<file path="config.mk">
export PLATFORM = sky130hd
export DESIGN_NAME = msg_port
export DESIGN_NICKNAME = d
export VERILOG_FILES = /design/src/rtl/msg_port_pkg.sv /design/src/rtl/msg_port_wr.sv /design/src/rtl/msg_port_rd.sv /design/src/rtl/msg_port_fresh.sv /design/src/rtl/msg_port.sv
export SDC_FILE = /design/constraint.sdc
export NUM_CORES = 1
export LEC_CHECK = 0
export BUFFER_PORTS_ARGS = -buffer_cell sky130_fd_sc_hd__clkbuf_2
export CAP_MARGIN = 20
export CELL_PAD_IN_SITES_DETAIL_PLACEMENT = 2
export CELL_PAD_IN_SITES_GLOBAL_PLACEMENT = 2
export CORE_AREA = 2 2 230 232
export CTS_CLUSTER_SIZE = 10
export DETAILED_ROUTE_END_ITERATION = 7
export DIE_AREA = 0 0 232 234
export PLACE_DENSITY = 0.73
export SLEW_MARGIN = 20
export SYNTH_ARGS = -nofsm -noshare
export SYNTH_HDL_FRONTEND = slang
export SYNTH_HIERARCHICAL = 1
export SYNTH_SLANG_ARGS = --single-unit
</file>
<file path="constraint.sdc">
create_clock -name clk -period 5.3 [get_ports clk]
set_clock_uncertainty 0.2 [all_clocks]
set_input_delay 0.53 -clock clk [delete_from_list [all_inputs] [get_ports clk]]
set_output_delay 0.53 -clock clk [all_outputs]
set_load 0.05 [all_outputs]
</file>
<file path="src/rtl/msg_port_pkg.sv">
// Package: shared types for the message port.
package msg_port_pkg;
    // Operating mode of the port, taken from the queue_mode input.
    typedef enum logic {
        MODE_SAMPLING = 1'b0,
        MODE_QUEUING  = 1'b1
    } port_mode_e;
endpackage

</file>
<file path="src/rtl/msg_port_wr.sv">
// Write assembler: follows word streams framed by start and end markers,
// produces per-word storage writes and a commit pulse with the message length.
// Assumes: a start word always begins a new message (an unfinished one is
// abandoned); words outside a message without a start marker are ignored;
// MAX_WORDS >= 2.
module msg_port_wr #(
    parameter int MAX_WORDS = 8,
    parameter int LEN_W     = $clog2(MAX_WORDS + 1),
    parameter int IDX_W     = $clog2(MAX_WORDS)
) (
    input  logic             clk,
    input  logic             rst_n,
    input  logic             wr_valid,
    input  logic             wr_sop,
    input  logic             wr_eop,
    input  logic             drop_new,
    output logic             msg_start,
    output logic             mem_we,
    output logic [IDX_W-1:0] mem_idx,
    output logic             commit,
    output logic [LEN_W-1:0] commit_len,
    output logic             overflow_evt
);
    logic             in_msg;
    logic             dropping;
    logic [LEN_W-1:0] wcnt;
    logic             active;
    logic             drop_cur;
    logic             fits;
    logic [LEN_W-1:0] idx_ext;
    logic [LEN_W-1:0] new_cnt;

    // Decode the current word: position, whether it is kept, and whether it commits.
    always_comb begin
        msg_start    = wr_valid && wr_sop;
        active       = msg_start || (wr_valid && in_msg);
        drop_cur     = msg_start ? drop_new : dropping;
        idx_ext      = msg_start ? '0 : wcnt;
        fits         = idx_ext < LEN_W'(MAX_WORDS);
        mem_we       = active && !drop_cur && fits;
        mem_idx      = idx_ext[IDX_W-1:0];
        new_cnt      = (active && fits) ? idx_ext + LEN_W'(1) : wcnt;
        commit       = active && wr_eop && !drop_cur;
        commit_len   = new_cnt;
        overflow_evt = msg_start && drop_new;
    end

    // Track message framing, drop state and stored word count.
    always_ff @(posedge clk) begin
        if (!rst_n) begin
            in_msg   <= 1'b0;
            dropping <= 1'b0;
            wcnt     <= '0;
        end else if (active) begin
            in_msg   <= !wr_eop;
            dropping <= drop_cur;
            wcnt     <= new_cnt;
        end
    end
endmodule

</file>
<file path="src/rtl/msg_port_rd.sv">
// Read sequencer: on an accepted request it latches a slot and steps a word
// pointer once per cycle until the slot's stored length is reached.
// Assumes: the length of the latched slot does not change during the burst.
module msg_port_rd #(
    parameter int SLOT_W = 2,
    parameter int LEN_W  = 4,
    parameter int IDX_W  = 3
) (
    input  logic              clk,
    input  logic              rst_n,
    input  logic              rd_req,
    input  logic              avail,
    input  logic [SLOT_W-1:0] start_slot,
    input  logic [LEN_W-1:0]  cur_len,
    output logic              busy,
    output logic [SLOT_W-1:0] slot,
    output logic [IDX_W-1:0]  ptr,
    output logic              last
);
    logic start;

    // Accept a request only when idle with a message present; flag the final word.
    always_comb begin
        start = rd_req && !busy && avail;
        last  = busy && ((LEN_W'(ptr) + LEN_W'(1)) == cur_len);
    end

    // Run the burst: latch the slot, advance the pointer, stop after the final word.
    always_ff @(posedge clk) begin
        if (!rst_n) begin
            busy <= 1'b0;
            slot <= '0;
            ptr  <= '0;
        end else if (start) begin
            busy <= 1'b1;
            slot <= start_slot;
            ptr  <= '0;
        end else if (busy) begin
            if (last) begin
                busy <= 1'b0;
            end else begin
                ptr <= ptr + IDX_W'(1);
            end
        end
    end
endmodule

</file>
<file path="src/rtl/msg_port_fresh.sv">
// Freshness timer: an age counter cleared by each completed write, saturating
// at FRESH_LIMIT; fresh is high while the age is below the limit.
// Assumes: FRESH_LIMIT >= 1. Reset starts the counter saturated (not fresh).
module msg_port_fresh #(
    parameter int FRESH_LIMIT = 32
) (
    input  logic clk,
    input  logic rst_n,
    input  logic restart,
    output logic fresh
);
    localparam int AGE_W = $clog2(FRESH_LIMIT + 1);

    logic [AGE_W-1:0] age;

    // Count cycles since the last completed message, holding at the limit.
    always_ff @(posedge clk) begin
        if (!rst_n) begin
            age <= AGE_W'(FRESH_LIMIT);
        end else if (restart) begin
            age <= '0;
        end else if (age < AGE_W'(FRESH_LIMIT)) begin
            age <= age + AGE_W'(1);
        end
    end

    assign fresh = age < AGE_W'(FRESH_LIMIT);
endmodule

</file>
<file path="src/rtl/msg_port.sv">
// Message port top: one array of DEPTH message slots of MAX_WORDS words each.
// Queuing mode uses the slots as a circular message FIFO. Sampling mode keeps
// one current slot and writes each new message into a slot that is neither
// current nor being read, then switches to it on commit.
// Assumes: queue_mode changes only while reset is asserted; DEPTH >= 3;
// MAX_WORDS >= 2.
module msg_port #(
    parameter int DATA_W      = 16,
    parameter int MAX_WORDS   = 8,
    parameter int DEPTH       = 4,
    parameter int FRESH_LIMIT = 32
) (
    input  logic              clk,
    input  logic              rst_n,
    input  logic              queue_mode,
    input  logic              wr_valid,
    input  logic              wr_sop,
    input  logic              wr_eop,
    input  logic [DATA_W-1:0] wr_data,
    input  logic              ovf_clr,
    input  logic              rd_req,
    output logic              rd_valid,
    output logic [DATA_W-1:0] rd_data,
    output logic              rd_last,
    output logic              empty,
    output logic              full,
    output logic              fresh,
    output logic              overflow
);
    import msg_port_pkg::*;

    localparam int SLOT_W = $clog2(DEPTH);
    localparam int LEN_W  = $clog2(MAX_WORDS + 1);
    localparam int IDX_W  = $clog2(MAX_WORDS);
    localparam int CNT_W  = $clog2(DEPTH + 1);
    localparam int WORDS  = DEPTH * MAX_WORDS;
    localparam int ADDR_W = $clog2(WORDS);

    port_mode_e mode;
    assign mode = port_mode_e'(queue_mode);

    logic [DATA_W-1:0] mem     [WORDS];
    logic [LEN_W-1:0]  len_mem [DEPTH];

    logic [SLOT_W-1:0] head, tail, cur, wslot_q, pick, slot_now, rd_start_slot;
    logic [CNT_W-1:0]  count;
    logic              have_msg;

    logic              msg_start, mem_we, commit, overflow_evt, drop_new, pop;
    logic [IDX_W-1:0]  mem_idx;
    logic [LEN_W-1:0]  commit_len;
    logic              rd_busy, rd_done;
    logic [SLOT_W-1:0] rd_slot;
    logic [IDX_W-1:0]  rd_ptr;
    logic [ADDR_W-1:0] wr_addr, rd_addr;

    msg_port_wr #(.MAX_WORDS(MAX_WORDS), .LEN_W(LEN_W), .IDX_W(IDX_W)) u_wr (
        .clk(clk), .rst_n(rst_n),
        .wr_valid(wr_valid), .wr_sop(wr_sop), .wr_eop(wr_eop),
        .drop_new(drop_new),
        .msg_start(msg_start), .mem_we(mem_we), .mem_idx(mem_idx),
        .commit(commit), .commit_len(commit_len), .overflow_evt(overflow_evt)
    );

    msg_port_rd #(.SLOT_W(SLOT_W), .LEN_W(LEN_W), .IDX_W(IDX_W)) u_rd (
        .clk(clk), .rst_n(rst_n),
        .rd_req(rd_req), .avail(!empty),
        .start_slot(rd_start_slot), .cur_len(len_mem[rd_slot]),
        .busy(rd_busy), .slot(rd_slot), .ptr(rd_ptr), .last(rd_done)
    );

    msg_port_fresh #(.FRESH_LIMIT(FRESH_LIMIT)) u_fresh (
        .clk(clk), .rst_n(rst_n), .restart(commit), .fresh(fresh)
    );

    // Sampling mode: lowest slot that is neither current nor under read.
    always_comb begin
        pick = '0;
        for (int i = DEPTH - 1; i >= 0; i--) begin
            if (SLOT_W'(i) != cur && !(rd_busy && SLOT_W'(i) == rd_slot)) begin
                pick = SLOT_W'(i);
            end
        end
    end

    // Slot selection, drop decision, addresses and status flags.
    always_comb begin
        drop_new      = (mode == MODE_QUEUING) && (count == CNT_W'(DEPTH));
        slot_now      = msg_start ? ((mode == MODE_QUEUING) ? tail : pick) : wslot_q;
        rd_start_slot = (mode == MODE_QUEUING) ? head : cur;
        pop           = rd_done && (mode == MODE_QUEUING);
        wr_addr       = ADDR_W'(slot_now) * ADDR_W'(MAX_WORDS) + ADDR_W'(mem_idx);
        rd_addr       = ADDR_W'(rd_slot) * ADDR_W'(MAX_WORDS) + ADDR_W'(rd_ptr);
        empty         = (mode == MODE_QUEUING) ? (count == '0) : !have_msg;
        full          = (mode == MODE_QUEUING) && (count == CNT_W'(DEPTH));
    end

    // Word and length storage (no reset: only committed entries are read).
    always_ff @(posedge clk) begin
        if (mem_we) begin
            mem[wr_addr] <= wr_data;
        end
        if (commit) begin
            len_mem[slot_now] <= commit_len;
        end
    end

    // Hold the target slot of the message being written.
    always_ff @(posedge clk) begin
        if (!rst_n) begin
            wslot_q <= '0;
        end else if (msg_start) begin
            wslot_q <= slot_now;
        end
    end

    // Queue bookkeeping: tail on commit, head on completed read, occupancy count.
    always_ff @(posedge clk) begin
        if (!rst_n) begin
            head  <= '0;
            tail  <= '0;
            count <= '0;
        end else if (mode == MODE_QUEUING) begin
            if (commit) begin
                tail <= (tail == SLOT_W'(DEPTH - 1)) ? '0 : tail + SLOT_W'(1);
            end
            if (pop) begin
                head <= (head == SLOT_W'(DEPTH - 1)) ? '0 : head + SLOT_W'(1);
            end
            if (commit && !pop) begin
                count <= count + CNT_W'(1);
            end else if (pop && !commit) begin
                count <= count - CNT_W'(1);
            end
        end
    end

    // Sampling bookkeeping: switch the current slot on each completed message.
    always_ff @(posedge clk) begin
        if (!rst_n) begin
            cur      <= '0;
            have_msg <= 1'b0;
        end else if (mode == MODE_SAMPLING && commit) begin
            cur      <= slot_now;
            have_msg <= 1'b1;
        end
    end

    // Sticky overflow: a new drop wins over a clear pulse.
    always_ff @(posedge clk) begin
        if (!rst_n) begin
            overflow <= 1'b0;
        end else if (overflow_evt) begin
            overflow <= 1'b1;
        end else if (ovf_clr) begin
            overflow <= 1'b0;
        end
    end

    assign rd_valid = rd_busy;
    assign rd_last  = rd_done;
    assign rd_data  = mem[rd_addr];
endmodule

</file>
==> flow_summary.ini <==
[status]
outcome = finished clean

[synth]
ys_seq_area_share_pct = 74.5
synth-seq-cells = 559
synth_edf_count = 528
ys.flop_type = edfxtp_1
synth_cells = 1290
synth_top_area_share_pct = 71.7
synth_commonest_cells = edfxtp_1, mux2i_1, o22ai_1, nand2_1, nor4_1
syn_nets = 1320
syn_area_per_cell_sq_um = 17.1
yosysTopAreaCell = edfxtp_1
yosys_warnings = 6
synth.distinct_cells = 70
netlist_area_sq_um = 22100
synthArstFlopShare_pct = 0
synth.most_common_cell = edfxtp_1
synthTopCellsByArea = edfxtp_1, mux2i_1, o22ai_1, dfxtp_1, nor4_1

[routing]
routed_wl_um = 66300
dr_wl_met3_um = 2900
drc = 0
dr.pass1.iters = 4
vias_per_cell = 5.95
top_layer = met4
wl_met2_um = 33600
drt_iter0_drc = 1032
met1_length_um = 27900
vias = 12400
final_antenna_net_count = 0
wl_per_cell_um = 31.8

[floorplan]
core_area_sq_um = 52000
io_pins = 46
dieArea_sq_um = 54300
die_w_um = 232
placementRows = 84
die_h_um = 234
initial_core_util_pct = 42.5

[cts]
path_clk_slew_ns = 0.05
insertion_delay_ns = 0.59
holdBufCountCts = 0
htree_levels = 3
cts_resized = 0
cts_buffer_depth = 3
cts_tree = built
cts_setup_buffers = 0
clockRootBuffer = clkbuf_16
cts_buffers = 66
clock_sinks = 559

[sta]
min_period_ns = 4.60
tightest_slew_ns = 1.10
max_slew_margin_pct = 26.3
rsz0062_at_grt = no
fmax_mhz = 217
final_hold_viol_count = 0
fin_tns_setup_ns = 0
finalMaxSlewViolations = 0
setup_viol = 0
fin_crit_sh_pct = 86.9

[global_route]
grt_pass1_vias = 13500
antenna_found_initial = 1
grt_pass1_wl_um = 95600
grt_remaining_overflow = 0
track_usage_pct = 24.8
grt_max_degree = 68

[setup_path]
crit_fanout = 23
critPathArrivalTime_ns = 3.87
cp.required_ns = 4.57
critPathKind = reg2out
cp-end-kind = output pin
start_kind = flop

[pwr]
p_leak_nw = 7.73
power.switching_mw = 2.24
p_int_mw = 7.40
p_clk_share_pct = 42.0
vdd_drop_max_mv = 0.248
switching_share_pct = 23.2
pwr-share-comb_pct = 7.3
p_seq_share_pct = 50.7
powerDensity_nw_per_um2 = 384

[final_layout]
fin_cells = 2085
num-fill-cells = 4719
drive_gt1_share_pct = 14.5
area_growth_pct = 13.6
diodes = 0
nets = 1402

[placed_design]
place_congestion = 0.780
portBuffers = 45
dp.cells = 1990
dp_hpwl_um = 42300

[job]
maxCapViolations = 0

[worst_hold_path]
hold_class = in2reg
cells by family after synthesis:
kind of cell	Yosys count	synth area share [%]
buf+inv	76	1.77
simple gates	201	5.31
xor+xnor	11	0.532
fa+ha+maj	6	0.373
compound gates	167	5.04
flops	559	74.5
mux	270	12.5
worst max-delay path, cell delays in order (launching register included):
cell,delay (ns)
dfxtp_1,0.92
nand4bb_1,0.96
o22ai_1,0.76
nor4_1,0.19
nand2_1,0.15
clkbuf_2,0.29
registers in the layout, indices dropped and copies added (netlist names), 2 cells and up:
name,cells
len_mem,16
count,3
head,2
cur,2
u_fresh/age,6
u_wr/wcnt,4
mem,512
u_rd/slot,2
wslot_q,2
tail,2
u_rd/ptr,3
power groups by stage:
| stage | Clock, mW | Combinational, mW | Sequential [mW] |
|---|---|---|---|
| global route | 4.25 | 0.742 | 4.89 |
| CTS | 4.12 | 0.705 | 4.89 |
| global placement | 0 | 0.667 | 4.97 |
| floorplan | 0 | 0.427 | 4.97 |
| finish | 4.05 | 0.705 | 4.89 |
| detailed placement | 0 | 0.700 | 4.98 |
final cells by class:
class                      instances  area, sq um  area share (%)
sequential                       559        16500            65.6
clock inverter                     5         62.6           0.249
multi-input combinational        655         5340            21.3
timing repair buffer              84          567            2.26
inverter                           6         22.5          0.0896
tap                              688          861            3.43
clock buffer                      88         1790            7.11
final timing paths:
check        slack, ns                    end  cells past startpoint                       from
max               0.70            rd_data[11]                      5  u_rd/slot[0]$_SDFFE_PN0P_
min reg2reg       0.27  have_msg$_SDFFE_PN0P_                      1      have_msg$_SDFFE_PN0P_
min               0.05  overflow$_SDFFE_PN0P_                      3                    ovf_clr
max reg2reg       1.33  count[2]$_SDFFE_PN0P_                     12  u_rd/slot[0]$_SDFFE_PN0P_
per-layer routing:
layer	global-route usage, %	vias up
met1	32.1	6621
met5	0	-
met2	43.4	358
met4	7.77	0
li1	-	5331
met3	3.49	105
metrics by stage:
stage	utilization [%]	hold WS [ns]	setup WS, ns	area, sq um	power (mW)
2_1_floorplan	-	0.241	1.08	22100	5.40
4_1_cts	48.2	0.0224	0.612	25100	9.72
5_1_grt	48.3	0.0486	0.513	25100	9.88
3_3_place_gp	44.6	0.258	1.44	23200	5.64
3_5_place_dp	44.7	0.262	1.29	23200	5.68
6_report	48.3	0.0541	0.695	25100	9.65
cell usage in the layout, fill, tap and decap left out, types with 7 or more instances in the layout:
cell and n:
nor3_1 7, clkbuf_1 19, buf_4 34, o22ai_1 128, edfxtp_1 528, and3_1 16, nand2_1 38, clkbuf_16 68
nor2_1 15, a21oi_1 11, clkbuf_2 45, nor2b_1 10, dfxtp_1 30, nand3_1 9, nor4_1 32, nand2b_1 10
mux2i_1 263
Note: power is estimated with default switching activity, not from simulation.
